--- src/rtl/vidcol_loader_pkg.sv ---
`timescale 1ns/1ps
package vidcol_loader_pkg;
    typedef enum logic [1:0] {
        ST_IDLE = 2'd0,
        ST_FILL = 2'd1,
        ST_DONE = 2'd2
    } ld_state_t;
endpackage

--- src/rtl/vl_edge_sel.sv ---
`timescale 1ns/1ps
// Chooses the capture edge for bus word and load controls.
module vl_edge_sel #(
    parameter int W  = 10,
    parameter int AW = 3
) (
    input  logic          clk,
    input  logic          rst_n,
    input  logic          edge_fall,
    input  logic          go_i,
    input  logic          wen_i,
    input  logic [AW-1:0] addr_i,
    input  logic [W-1:0]  word_i,
    output logic          go_o,
    output logic          wen_o,
    output logic [AW-1:0] addr_o,
    output logic [W-1:0]  word_o
);
    logic          go_n, wen_n;
    logic [AW-1:0] addr_n;
    logic [W-1:0]  word_n;

    // Falling-edge sample; consumed at the next rising edge.
    always_ff @(negedge clk or negedge rst_n) begin
        if (!rst_n) begin
            go_n   <= 1'b0;
            wen_n  <= 1'b0;
            addr_n <= '0;
            word_n <= '0;
        end else begin
            go_n   <= go_i;
            wen_n  <= wen_i;
            addr_n <= addr_i;
            word_n <= word_i;
        end
    end

    assign go_o   = edge_fall ? go_n   : go_i;
    assign wen_o  = edge_fall ? wen_n  : wen_i;
    assign addr_o = edge_fall ? addr_n : addr_i;
    assign word_o = edge_fall ? word_n : word_i;
endmodule

--- src/rtl/vl_seq_fsm.sv ---
`timescale 1ns/1ps
// Load controller: sequence pointer, direction latch, direct-address decode.
module vl_seq_fsm
    import vidcol_loader_pkg::*;
#(
    parameter int NCH = 6,
    parameter int AW  = 3
) (
    input  logic          clk,
    input  logic          rst_n,
    input  logic          go,
    input  logic          wen,
    input  logic [AW-1:0] addr,
    input  logic          dir_desc,
    output logic          fill_active,
    output logic          done,
    output logic          wr_en,
    output logic [AW-1:0] wr_sel
);
    localparam logic [AW-1:0] LAST  = AW'(NCH - 1);
    localparam logic [AW:0]   NCH_W = (AW+1)'(NCH);

    ld_state_t     st, st_nx;
    logic [AW-1:0] cnt, cnt_nx;
    logic          dir_q, dir_nx;

    // Next-state logic; a captured start wins in every state.
    always_comb begin
        st_nx  = st;
        cnt_nx = cnt;
        dir_nx = dir_q;
        if (go) begin
            st_nx  = ST_FILL;
            cnt_nx = '0;
            dir_nx = dir_desc;
        end else begin
            unique case (st)
                ST_IDLE: st_nx = ST_IDLE;
                ST_FILL: begin
                    if (cnt == LAST) begin
                        st_nx = ST_DONE;
                    end else begin
                        cnt_nx = cnt + 1'b1;
                    end
                end
                ST_DONE: st_nx = ST_IDLE;
                default: st_nx = ST_IDLE;
            endcase
        end
    end

    // State register.
    always_ff @(posedge clk or negedge rst_n) begin
        if (!rst_n) begin
            st    <= ST_IDLE;
            cnt   <= '0;
            dir_q <= 1'b0;
        end else begin
            st    <= st_nx;
            cnt   <= cnt_nx;
            dir_q <= dir_nx;
        end
    end

    // Outputs.
    always_comb begin
        fill_active = 1'b0;
        done        = 1'b0;
        wr_en       = 1'b0;
        wr_sel      = addr;
        unique case (st)
            ST_FILL: begin
                fill_active = 1'b1;
                wr_en       = !go;
                wr_sel      = dir_q ? (LAST - cnt) : cnt;
            end
            ST_DONE: begin
                done  = 1'b1;
                wr_en = wen && !go && ({1'b0, addr} < NCH_W);
            end
            ST_IDLE: begin
                wr_en = wen && !go && ({1'b0, addr} < NCH_W);
            end
            default: wr_en = 1'b0;
        endcase
    end
endmodule

--- src/rtl/vl_latch_bank.sv ---
`timescale 1ns/1ps
// Two-stage register per channel: write-selected stage one, common-transfer stage two.
module vl_latch_bank #(
    parameter int NCH = 6,
    parameter int W   = 10,
    parameter int AW  = 3
) (
    input  logic             clk,
    input  logic             rst_n,
    input  logic             wr_en,
    input  logic [AW-1:0]    wr_sel,
    input  logic [W-1:0]     wr_data,
    input  logic             xfer,
    output logic [NCH*W-1:0] stg1_flat,
    output logic [NCH*W-1:0] stg2_flat
);
    for (genvar i = 0; i < NCH; i++) begin : g_ch
        logic [W-1:0] s1, s2;

        always_ff @(posedge clk or negedge rst_n) begin
            if (!rst_n) begin
                s1 <= '0;
            end else if (wr_en && (wr_sel == AW'(i))) begin
                s1 <= wr_data;
            end
        end

        // Nonblocking read of s1 gives the pre-write value on a shared edge.
        always_ff @(posedge clk or negedge rst_n) begin
            if (!rst_n) begin
                s2 <= '0;
            end else if (xfer) begin
                s2 <= s1;
            end
        end

        assign stg1_flat[i*W +: W] = s1;
        assign stg2_flat[i*W +: W] = s2;
    end
endmodule

--- src/rtl/vidcol_loader.sv ---
`timescale 1ns/1ps
module vidcol_loader #(
    parameter  int NCH = 6,
    parameter  int W   = 10,
    localparam int AW  = $clog2(NCH)
) (
    input  logic             clk,
    input  logic             rst_n,
    input  logic             edge_fall,
    input  logic             dir_desc,
    input  logic             go_seq,
    input  logic             direct_en,
    input  logic [AW-1:0]    ch_addr,
    input  logic [W-1:0]     bus_word,
    input  logic             xfer,
    output logic [NCH*W-1:0] code_out,
    output logic             seq_done
);
    logic          cap_go, cap_wen;
    logic [AW-1:0] cap_addr;
    logic [W-1:0]  cap_word;
    logic          busy, wr_en;
    logic [AW-1:0] wr_sel;
    logic [NCH*W-1:0] stg1;

    vl_edge_sel #(.W(W), .AW(AW)) u_edge (
        .clk(clk), .rst_n(rst_n), .edge_fall(edge_fall),
        .go_i(go_seq), .wen_i(direct_en), .addr_i(ch_addr), .word_i(bus_word),
        .go_o(cap_go), .wen_o(cap_wen), .addr_o(cap_addr), .word_o(cap_word)
    );

    vl_seq_fsm #(.NCH(NCH), .AW(AW)) u_fsm (
        .clk(clk), .rst_n(rst_n), .go(cap_go), .wen(cap_wen), .addr(cap_addr),
        .dir_desc(dir_desc), .fill_active(busy), .done(seq_done),
        .wr_en(wr_en), .wr_sel(wr_sel)
    );

    vl_latch_bank #(.NCH(NCH), .W(W), .AW(AW)) u_bank (
        .clk(clk), .rst_n(rst_n), .wr_en(wr_en), .wr_sel(wr_sel),
        .wr_data(cap_word), .xfer(xfer), .stg1_flat(stg1), .stg2_flat(code_out)
    );
endmodule

--- config.mk ---
export PLATFORM = sky130hd
export DESIGN_NAME = vidcol_loader
export DESIGN_NICKNAME = d
export VERILOG_FILES = /design/src/rtl/vidcol_loader_pkg.sv /design/src/rtl/vl_edge_sel.sv /design/src/rtl/vl_seq_fsm.sv /design/src/rtl/vl_latch_bank.sv /design/src/rtl/vidcol_loader.sv
export SDC_FILE = /design/constraint.sdc
export NUM_CORES = 1
export LEC_CHECK = 0
export BUFFER_PORTS_ARGS = -buffer_cell sky130_fd_sc_hd__buf_2
export CORE_MARGIN = 4
export CORE_UTILIZATION = 36
export CTS_BUF_LIST = sky130_fd_sc_hd__clkbuf_8
export DETAILED_ROUTE_END_ITERATION = 8
export PLACE_DENSITY = 0.55
export REMOVE_ABC_BUFFERS = 1
export SYNTH_ARGS = -nofsm -noshare
export SYNTH_HDL_FRONTEND = slang
export SYNTH_SLANG_ARGS = --single-unit
--- constraint.sdc ---
create_clock -name clk -period 4.2 [get_ports clk]
set_input_delay 0.63 -clock clk [delete_from_list [all_inputs] [get_ports clk]]
set_output_delay 0.63 -clock clk [all_outputs]
set_load 0.005 [all_outputs]
==> results_dict.tcl, run 1 <==
set metrics [dict create \
    status "finished, final reports clean" \
    gp_congestion 0.720 \
    cp_num_buf_inv 0 \
    cts_sinks 141 \
    ys_warn_count 0 \
    initial_core_util_pct 36.7 \
    num-fill-cells 1376 \
    ir_drop_uv 371 \
    yosysUniqueCellTypes 35 \
    clk_path_buf_depth 2 \
    final_common_cell "mux2_2" \
    ios 81 \
    regArea_mm2 0.00353 \
    crit_family "simple AND/OR/NAND/NOR gates" \
    firstDrtPassIters 4 \
    yosysSeqAreaShare_pct 63.5 \
    startpoint "u_edge.wen_n" \
    fp.dieH_um 132 \
    die_x_um 132 \
    grt_pass1_wl_mm 18.8 \
    setup_viol 0 \
    slowest_stage "dfrtn_1" \
    post-route-drc-count 0 \
    powerDensity_mw_per_mm2 724 \
    cts_tree "done" \
    finalPower_w 0.00479 \
    grt_overflow 0 \
    routed_wl_mm 11.4 \
    post_cts_buffers 0 \
    path_cells "nor4bb_1 -> nand2_1 -> a21o_4 -> nor2_8 -> mux2_2" \
    portBuffers 80 \
    end_kind "flip-flop" \
    num_rows 45 \
    rr_startpoint "u_edge.wen_n" \
    numCtsBuffers 17 \
    place_hpwl_mm 7.48 \
    hold_path.class "input pin to asynchronous set/reset pin" \
    die_area_mm2 0.0175 \
    synth_top_cell_by_area "dfrtp_1" \
    most-common-layout-cells "mux2_2, dfrtp_1, buf_2, clkbuf_8, dfrtn_1" \
    antenna_found_initial 0 \
    utilization_pct 43.6 \
    core_area_mm2 0.0151 \
    maxCapViolations 0 \
    maxSlewViolCount 0 \
    critical_path.max_fanout 10 \
    grt_pass1_vias 3323 \
    drive_above_1_share_pct 60.0 \
    arrival_ns 4.25 \
    yosys.area.top_type_share_pct 56.7 \
    ys_seq_elements 141 \
    cellLeakagePower_nw 3.07 \
    wl_per_cell_um 18.2 \
    cts-root-buf "clkbuf_8" \
    netlist_area_mm2 0.00556 \
    netlist_instances 331 \
    ant_nets 0 \
    nets 446 \
    yosys-top-cells-area "dfrtp_1, mux2_2, dfrtn_1, mux2_1, nand2_4" \
    holdWs_ns 0.170 \
    slew_headroom_pct 44.7 \
    cpPeakStageDelay_ns 0.38 \
    rsz0062_at_grt "false" \
    multi_input_area_mm2 0.00198 \
    viasPerCell 4.86 \
    syn_to_final_growth_pct 18.8 \
    synth_area_per_cell_um2 16.8 \
    worstPathRequired_ns 4.52 \
    grt_use_total_pct 14.0 \
    grt_max_degree 61 \
    worst_pin_slew_ns 0.830 \
    cts-resized-gates 0 \
    cts-hold-fix-buffers 0 \
    setup.worst_path.start_class "flip-flop" \
    first_iter_violations 172 \
    finalClockSkew_ns 0.0496 \
    crit_type "flip-flop to flip-flop" \
    hold_viol_final 0 \
    fin_tns_setup_ns 0 \
    worstSkewPairLatency_ns 0.44 \
    diodes 0 \
    clk_pin_slew_worst_paths_ns 0.08 \
    num_vias 3035 \
    cts_max_level 4 \
]
-- per-layer routing --
metal  track usage, %  vias up  wire, um
met3             5.15        6       573
met1             19.4     1586      5520
met2             20.4       72      5220
li1                 -     1371         -
met5                0        -         0
met4             4.50        0        65
-- cell type report --
| cell class | count | share of cell area (%) |
|---|---|---|
| Tap cell | 188 | 3.56 |
| Multi-Input combinational cell | 179 | 29.9 |
| Timing Repair Buffer | 84 | 6.61 |
| Clock inverter | 7 | 1.25 |
| Inverter | 1 | 0.0568 |
| Clock buffer | 25 | 5.21 |
| Sequential cell | 141 | 53.4 |
-- logic make-up after synthesis --
group / synth area share (%)
DFF: 63.5
muxes: 28.6
and+or+nand+nor: 3.74
buffers and inverters: 1.01
AOI/OAI and AO/OA: 2.39
xor gates and xnor gates: 0.315
adders and majority gates: 0.450
-- registers in the layout, indices dropped and copies added (netlist names) --
signal,count
u_bank.g_ch.s2,60
u_edge.word_n,10
u_fsm.cnt,3
u_bank.g_ch.s1,60
u_fsm.st,2
u_edge.addr_n,3
u_fsm.dir_q,1
u_edge.wen_n,1
u_edge.go_n,1
-- power by group --
group | switching, W | internal (W)
logic | 0.000559 | 0.000808
clock network | 0.000480 | 0.000649
registers | 0.000328 | 0.00196
-- final timing paths --
kind                                        end  slack, ns  cells after the start
max in group asynchronous      u_edge.word_n[7]       1.56                      1
setup / recovery           u_bank.g_ch[4].s1[2]       0.26                      5
hold reg to reg            u_bank.g_ch[2].s1[5]       0.49                      1
min in group clk                    u_fsm.dir_q       0.44                      2
setup reg to reg           u_bank.g_ch[4].s1[2]       0.26                      5
hold / removal             u_bank.g_ch[2].s2[8]       0.17                      1
-- cell usage after synthesis --
cell type  count
a21boi_4       1
a21o_4         1
a21oi_1        1
a21oi_2        1
a2bb2oi_4      1
a31oi_2        2
and2b_1        1
buf_1          3
buf_6          2
clkbuf_1       5
dfrtn_1       15
dfrtp_1      126
ha_1           2
inv_1          1
mux2_1         4
mux2_2       128
mux2_4         2
mux2i_1        4
mux2i_2        1
mux2i_4        1
nand2_1        4
nand2_4        4
nand2b_1       1
nand3_1        2
nor2_1         4
nor2_8         2
nor2b_1        1
nor3_1         3
nor3b_1        1
nor4b_4        1
nor4bb_1       1
o31ai_2        1
o31ai_4        1
or2_2          1
xor2_1         2
-- metrics by stage --
step	setup slack (ns)	std cells	area, um2
after floorplan	0.418	321	5510
after global placement	0.294	593	6180
after detailed placement	0.240	593	6180
after CTS	0.295	625	6610
after global routing	0.150	625	6610
final	0.265	625	6610
Note: power is estimated with default switching activity, not from simulation.
==> inputs of run 2 (changes only) <==
==> constraint.sdc (replaced) <==
create_clock -name clk -period 4.2 [get_ports clk]
set_input_delay 0.42 -clock clk [delete_from_list [all_inputs] [get_ports clk]]
set_output_delay 0.42 -clock clk [all_outputs]
set_load 0.005 [all_outputs]
==> run 2 against run 1 <==
  * Hold slack improved by 0.058 ns
  * Sequential power about the same
  * Non-clock buffer count increased by 3
  * Clock skew decreased by 0.0011 ns
  * Combinational power about the same
  * Worst setup slack got worse by 0.037 ns
  * Critical path type unchanged
  * Critical endpoint is now u_bank.g_ch[4].s1[1]
==> results_dict.tcl, run 2 (synthesis gave the netlist of run 1 again) <==
set metrics [dict create \
    rsz0062_at_grt "false" \
    cts_sinks 141 \
    core_area_mm2 0.0151 \
    most-common-layout-cells "mux2_2, dfrtp_1, buf_2, clkbuf_8, dfrtn_1" \
    grt_pass1_vias 3383 \
    numCtsBuffers 17 \
    holdCritStartpoint "dir_desc" \
    finalPower_w 0.00490 \
    portBuffers 80 \
    arrival_ns 4.28 \
    firstDrtPassIters 4 \
    endpoint "u_bank.g_ch[4].s1[1]" \
    num_rows 45 \
    grt_overflow 0 \
    maxSlewViolCount 0 \
    final_cell_count_no_fill 628 \
    r2r_end "u_bank.g_ch[4].s1[1]" \
    post_cts_buffers 0 \
    fin_tns_setup_ns 0 \
    antenna_found_initial 0 \
    wl_per_cell_um 17.9 \
    hold_viol_final 0 \
    num_vias 3027 \
    m1WireLength_mm 5.44 \
    slew_headroom_pct 38.5 \
    end_kind "flip-flop" \
    worstSkewPairLatency_ns 0.43 \
    syn_to_final_growth_pct 20.0 \
    cts_max_level 4 \
    maxCapViolations 0 \
    initial_core_util_pct 36.7 \
    viasPerCell 4.82 \
    grt_use_total_pct 13.8 \
    clk_path_buf_depth 2 \
    gp_congestion 0.754 \
    top_regs "u_bank.g_ch.s1 (60), u_bank.g_ch.s2 (60), u_edge.word_n (10)" \
    ir_drop_uv 297 \
    ff2ff_setup_slack_ns 0.23 \
    post-route-drc-count 0 \
    ios 81 \
    dp.cells 595 \
    top_layer_used "met4" \
    drive_above_1_share_pct 60.2 \
    grt_max_degree 61 \
    status "finished, final reports clean" \
    worstPathRequired_ns 4.51 \
    cellLeakagePower_nw 3.09 \
    nets 449 \
    fp.dieH_um 132 \
    critical_path.max_fanout 10 \
    setup.worst_path.start_class "flip-flop" \
    place_hpwl_mm 7.47 \
    die_x_um 132 \
    worst_pin_slew_ns 0.922 \
    holdWs_ns 0.228 \
    setup_ws_ns 0.227 \
    ant_nets 0 \
    wl_met2_mm 5.16 \
    reg2reg_depth 5 \
    place_ws_ns 0.218 \
    diodes 0 \
    wl_met3_um 540 \
    cts-root-buf "clkbuf_8" \
    rr_startpoint "u_edge.wen_n" \
    cts_tree "done" \
    first_iter_violations 150 \
    hold_path.class "input pin to flip-flop" \
    powerDensity_mw_per_mm2 734 \
    setup_viol 0 \
    routed_wl_mm 11.3 \
    finalClockSkew_ns 0.0484 \
    final_common_cell "mux2_2" \
    startpoint "u_edge.wen_n" \
    crit_type "flip-flop to flip-flop" \
    die_area_mm2 0.0175 \
    clk_pin_slew_worst_paths_ns 0.07 \
    grt_pass1_wl_mm 18.7 \
]
==> run 2: cell count changes in the layout (fill, tap and decap cells not counted), sizes merged <==
cell,before,now
clkbuf,25,20
inv,3,2
bufinv,2,5
buf,84,86
clkinvlp,0,3
dlygate4sd3,0,1
==> run 2: cell type report <==
type | count | area, um2
flip-flops and latches | 141 | 3530
clock buffers | 20 | 275
inverters | 1 | 3.75
clock inverters | 12 | 191
multi-input cells | 179 | 1980
well taps | 188 | 235
fillers | 1360 | 8470
repair buffers | 87 | 462
==> run 2: timing repair <==
| item | CTS | global route |
|---|---|---|
| gates resized for setup | 0 | 0 |
| hold buffers | 1 | 0 |
| endpoints found under the setup margin | 0 | 0 |
| hold endpoints to repair | 40 | 0 |
==> run 2: through the flow <==
stage / cell area (um2) / util [%]
floorplan: 5510 / -
global placement: 6190 / 40.9
detailed placement: 6190 / 40.9
CTS: 6670 / 44.0
global route: 6670 / 44.0
finish: 6670 / 44.0
==> run 2: power by group <==
group / switching [W] / internal [W]
clock: 0.000492 / 0.000749
combinational: 0.000563 / 0.000811
sequential: 0.000323 / 0.00196
==> run 2: worst min path at each step <==
stage,to,slack [ns],cells after the start
finish,u_fsm.dir_q,0.23,2
global route,u_fsm.dir_q,0.21,2
CTS,u_fsm.dir_q,0.20,2
detailed placement,u_fsm.st[0],0.45,1
global placement,u_fsm.cnt[1],0.44,1
floorplan,u_bank.g_ch[0].s1[0],0.12,0
==> run 2: routing by layer <==
metal / vias to the layer above / GRT usage [%]
met5: - / 0
met4: 0 / 4.16
met3: 9 / 4.73
met2: 64 / 20.4
met1: 1578 / 19.3
li1: 1376 / -
==> run 2: critical path: stages, from the launching register on <==
cell and delay [ns]:
dfrtn_1 0.38, nor4bb_1 0.33, nand2_1 0.21, a21o_4 0.29
nor2_8 0.23, mux2_2 0.37
==> inputs of run 3 (changes only) <==
ABC_AREA = 1   (was not set)
PLACE_DENSITY = 0.54   (was 0.55)
==> run 3 against run 2 <==
  * Core utilization is 0.093 points higher
  * Die area is 1.1% higher
  * Critical endpoint is now u_bank.g_ch[3].s1[1]
  * Via count is 27% higher
  * Sequential power is 4% lower
  * Synthesized area is 1.2% higher
  * Sequential share of layout area is 0.50 points lower
  * Highest routed layer unchanged
  * Wire length is 9.1% higher
  * Clock power hardly changed
  * Synthesized cell count is 58% higher
  * Non-clock buffer count is 4 higher
  * Clock skew is 0.0069 ns higher
  * Combinational power is 14% lower
  * Largest cell class unchanged
==> results_dict.tcl, run 3 <==
set metrics [dict create \
    fin_tns_setup_ns 0 \
    synthTopCellsByCount "nand2_1, dfrtp_1, nand3_1" \
    rsz0062_at_grt "false" \
    cts-root-buf "clkbuf_8" \
    clk_path_buf_depth 2 \
    worst_pin_slew_ns 0.650 \
    synth_xor_area_share_pct 0 \
    antenna_found_initial 0 \
    arrival_ns 3.93 \
    grt_pass1_vias 3949 \
    synth.most_common_cell "nand2_1" \
    top_regs "u_bank.g_ch.s1 (60), u_bank.g_ch.s2 (60), u_edge.word_n (10)" \
    grt_use_total_pct 14.6 \
    synth_top_family_by_area "simple AND/OR/NAND/NOR gates" \
    hold_viol_final 0 \
    gp_congestion 0.782 \
    core_area_mm2 0.0153 \
    synth_top_cell_by_area "dfrtp_1" \
    initial_core_util_pct 36.9 \
    setup_ws_ns 0.607 \
    viasPerCell 4.62 \
    crit_type "flip-flop to flip-flop" \
    ant_nets 0 \
    worstSkewPairLatency_ns 0.45 \
    synthAdderAreaFrac_pct 0.445 \
    yosys.area.top_type_share_pct 56.0 \
    path_cells "nand2_1 -> a21oi_1 -> nand3_1 -> nand2_2 -> buf_12 -> nand2_2 -> nand2_1 -> nand2_1" \
    numCtsBuffers 17 \
    met2_usage_pct 22.9 \
    place_hpwl_mm 8.49 \
    num-fill-cells 1477 \
    grt_busiest_layer "met2" \
    synth-compound-area-share_pct 0.823 \
    end_kind "flip-flop" \
    cts_max_level 4 \
    ff2ff_setup_slack_ns 0.61 \
    cpMostUsedCell "nand2_1" \
    synth.area.mux_share_pct 12.0 \
    grt_pass1_wl_mm 20.3 \
    yosysUniqueCellTypes 19 \
    final_common_cell "nand2_1" \
    powerDensity_mw_per_mm2 687 \
    netlist_instances 524 \
    syn_to_final_growth_pct 19.7 \
    met3_usage_pct 5.06 \
    slew_headroom_pct 56.7 \
    cts_tree "done" \
    wl_per_cell_um 14.7 \
    portBuffers 80 \
    ir_drop_uv 261 \
    ys_async_sr_fraction_pct 100 \
    cts_sinks 141 \
    synth_area_per_cell_um2 10.7 \
    num_vias 3854 \
    ys_warn_count 0 \
    netlist_area_mm2 0.00563 \
    post_cts_buffers 0 \
    die_area_mm2 0.0177 \
    setup_viol 0 \
    diodes 0 \
    worstPathRequired_ns 4.54 \
    firstDrtPassIters 4 \
    utilization_pct 44.1 \
    cpPeakStageDelay_ns 0.39 \
    maxSlewViolCount 0 \
    critical_path.max_fanout 66 \
    yosys_most_used_dff "dfrtp_1" \
    most-common-layout-cells "nand2_1, dfrtp_1, buf_2, nand3_1, mux2_2" \
    cts-resized-gates 0 \
    yosys-top-cells-area "dfrtp_1, nand2_1, mux2_2, dfrtn_1, nand3_1" \
    place_ws_ns 0.570 \
    setup.worst_path.start_class "flip-flop" \
    slowest_stage "dfrtn_1" \
    ys_seq_elements 141 \
    synth-simple-area-share_pct 20.6 \
    fp.dieH_um 133 \
    met1_usage_pct 19.1 \
    grt_overflow 0 \
    drive_above_1_share_pct 31.1 \
    clk_pin_slew_worst_paths_ns 0.08 \
    cts-hold-fix-buffers 1 \
    yosysSeqAreaShare_pct 62.7 \
    hold_path.class "input pin to flip-flop" \
    cellLeakagePower_nw 3.56 \
    synth_edf_count 0 \
    post-route-drc-count 0 \
    ios 81 \
    holdWs_ns 0.264 \
    finalClockSkew_ns 0.0553 \
    num_rows 45 \
    grt_max_degree 67 \
    routed_wl_mm 12.3 \
    maxCapViolations 0 \
    first_iter_violations 184 \
    die_x_um 133 \
    status "finished, final reports clean" \
    nets 633 \
]
==> run 3: changes by cell type in the layout (fill, tap and decap cells not counted), moves of 4 or more <==
cell     delta
nand3_1    +69
nand2_4     -4
mux2_2     -68
mux2_1      -4
nand2_2     +8
inv_1      +11
mux2i_1     -4
nand2_1   +184
==> run 3: final cells by class <==
class | count | area [um2] | share of cell area (%)
sequential | 141 | 3530 | 52.4
multi-input combinational | 346 | 1910 | 28.3
timing repair buffer | 91 | 504 | 7.49
clock buffer | 21 | 289 | 4.29
tap | 211 | 264 | 3.92
clock inverter | 11 | 189 | 2.81
inverter | 14 | 52.6 | 0.780
==> run 3: power by group <==
group          leakage (nW)  total (W)  internal, W  switching [W]
clock                 0.233    0.00127     0.000767       0.000502
combinational          1.55    0.00118     0.000580       0.000602
sequential             1.78    0.00218      0.00189       0.000288
==> run 3: layer usage <==
layer	up-vias	part of all wire, %
met2	76	46
met3	10	5.8
li1	1878	-
met4	0	1.2
met5	-	0
met1	1890	47
==> run 3: metrics by stage <==
stage                     area, um2  instances  total power, W
final                          6740        835         0.00463
after global placement         6250        802         0.00338
after CTS                      6740        835         0.00471
after detailed placement       6250        802         0.00342
after global routing           6740        835         0.00497
after floorplan                5490        501         0.00281
==> run 3: critical path: cells and delay by family, from the launching register on <==
family / cells / cell delay, ns
AOI/OAI and AO/OA: 1 / 0.17
buffers and inverters: 1 / 0.28
DFF: 1 / 0.39
and+or+nand+nor: 6 / 0.60
==> run 3: final timing paths <==
kind / startpoint / endpoint / cells past startpoint
worst max-delay path: u_edge.wen_n / u_bank.g_ch[3].s1[1] / 8
worst min-delay path: dir_desc / u_fsm.dir_q / 3
worst max register to register: u_edge.wen_n / u_bank.g_ch[3].s1[1] / 8
worst min register to register: u_bank.g_ch[4].s1[7] / u_bank.g_ch[4].s1[7] / 2
max in group asynchronous: rst_n / u_edge.word_n[9] / 2
min in group asynchronous: rst_n / u_fsm.st[1] / 2
==> run 3: kinds of logic (layout without fill, tap and decap cells) <==
family          Yosys count  after routing
simple gates            277            277
flops                   141            141
mux                      60             60
buf+inv                  37            137
compound gates            7              7
fa+ha+maj                 2              2
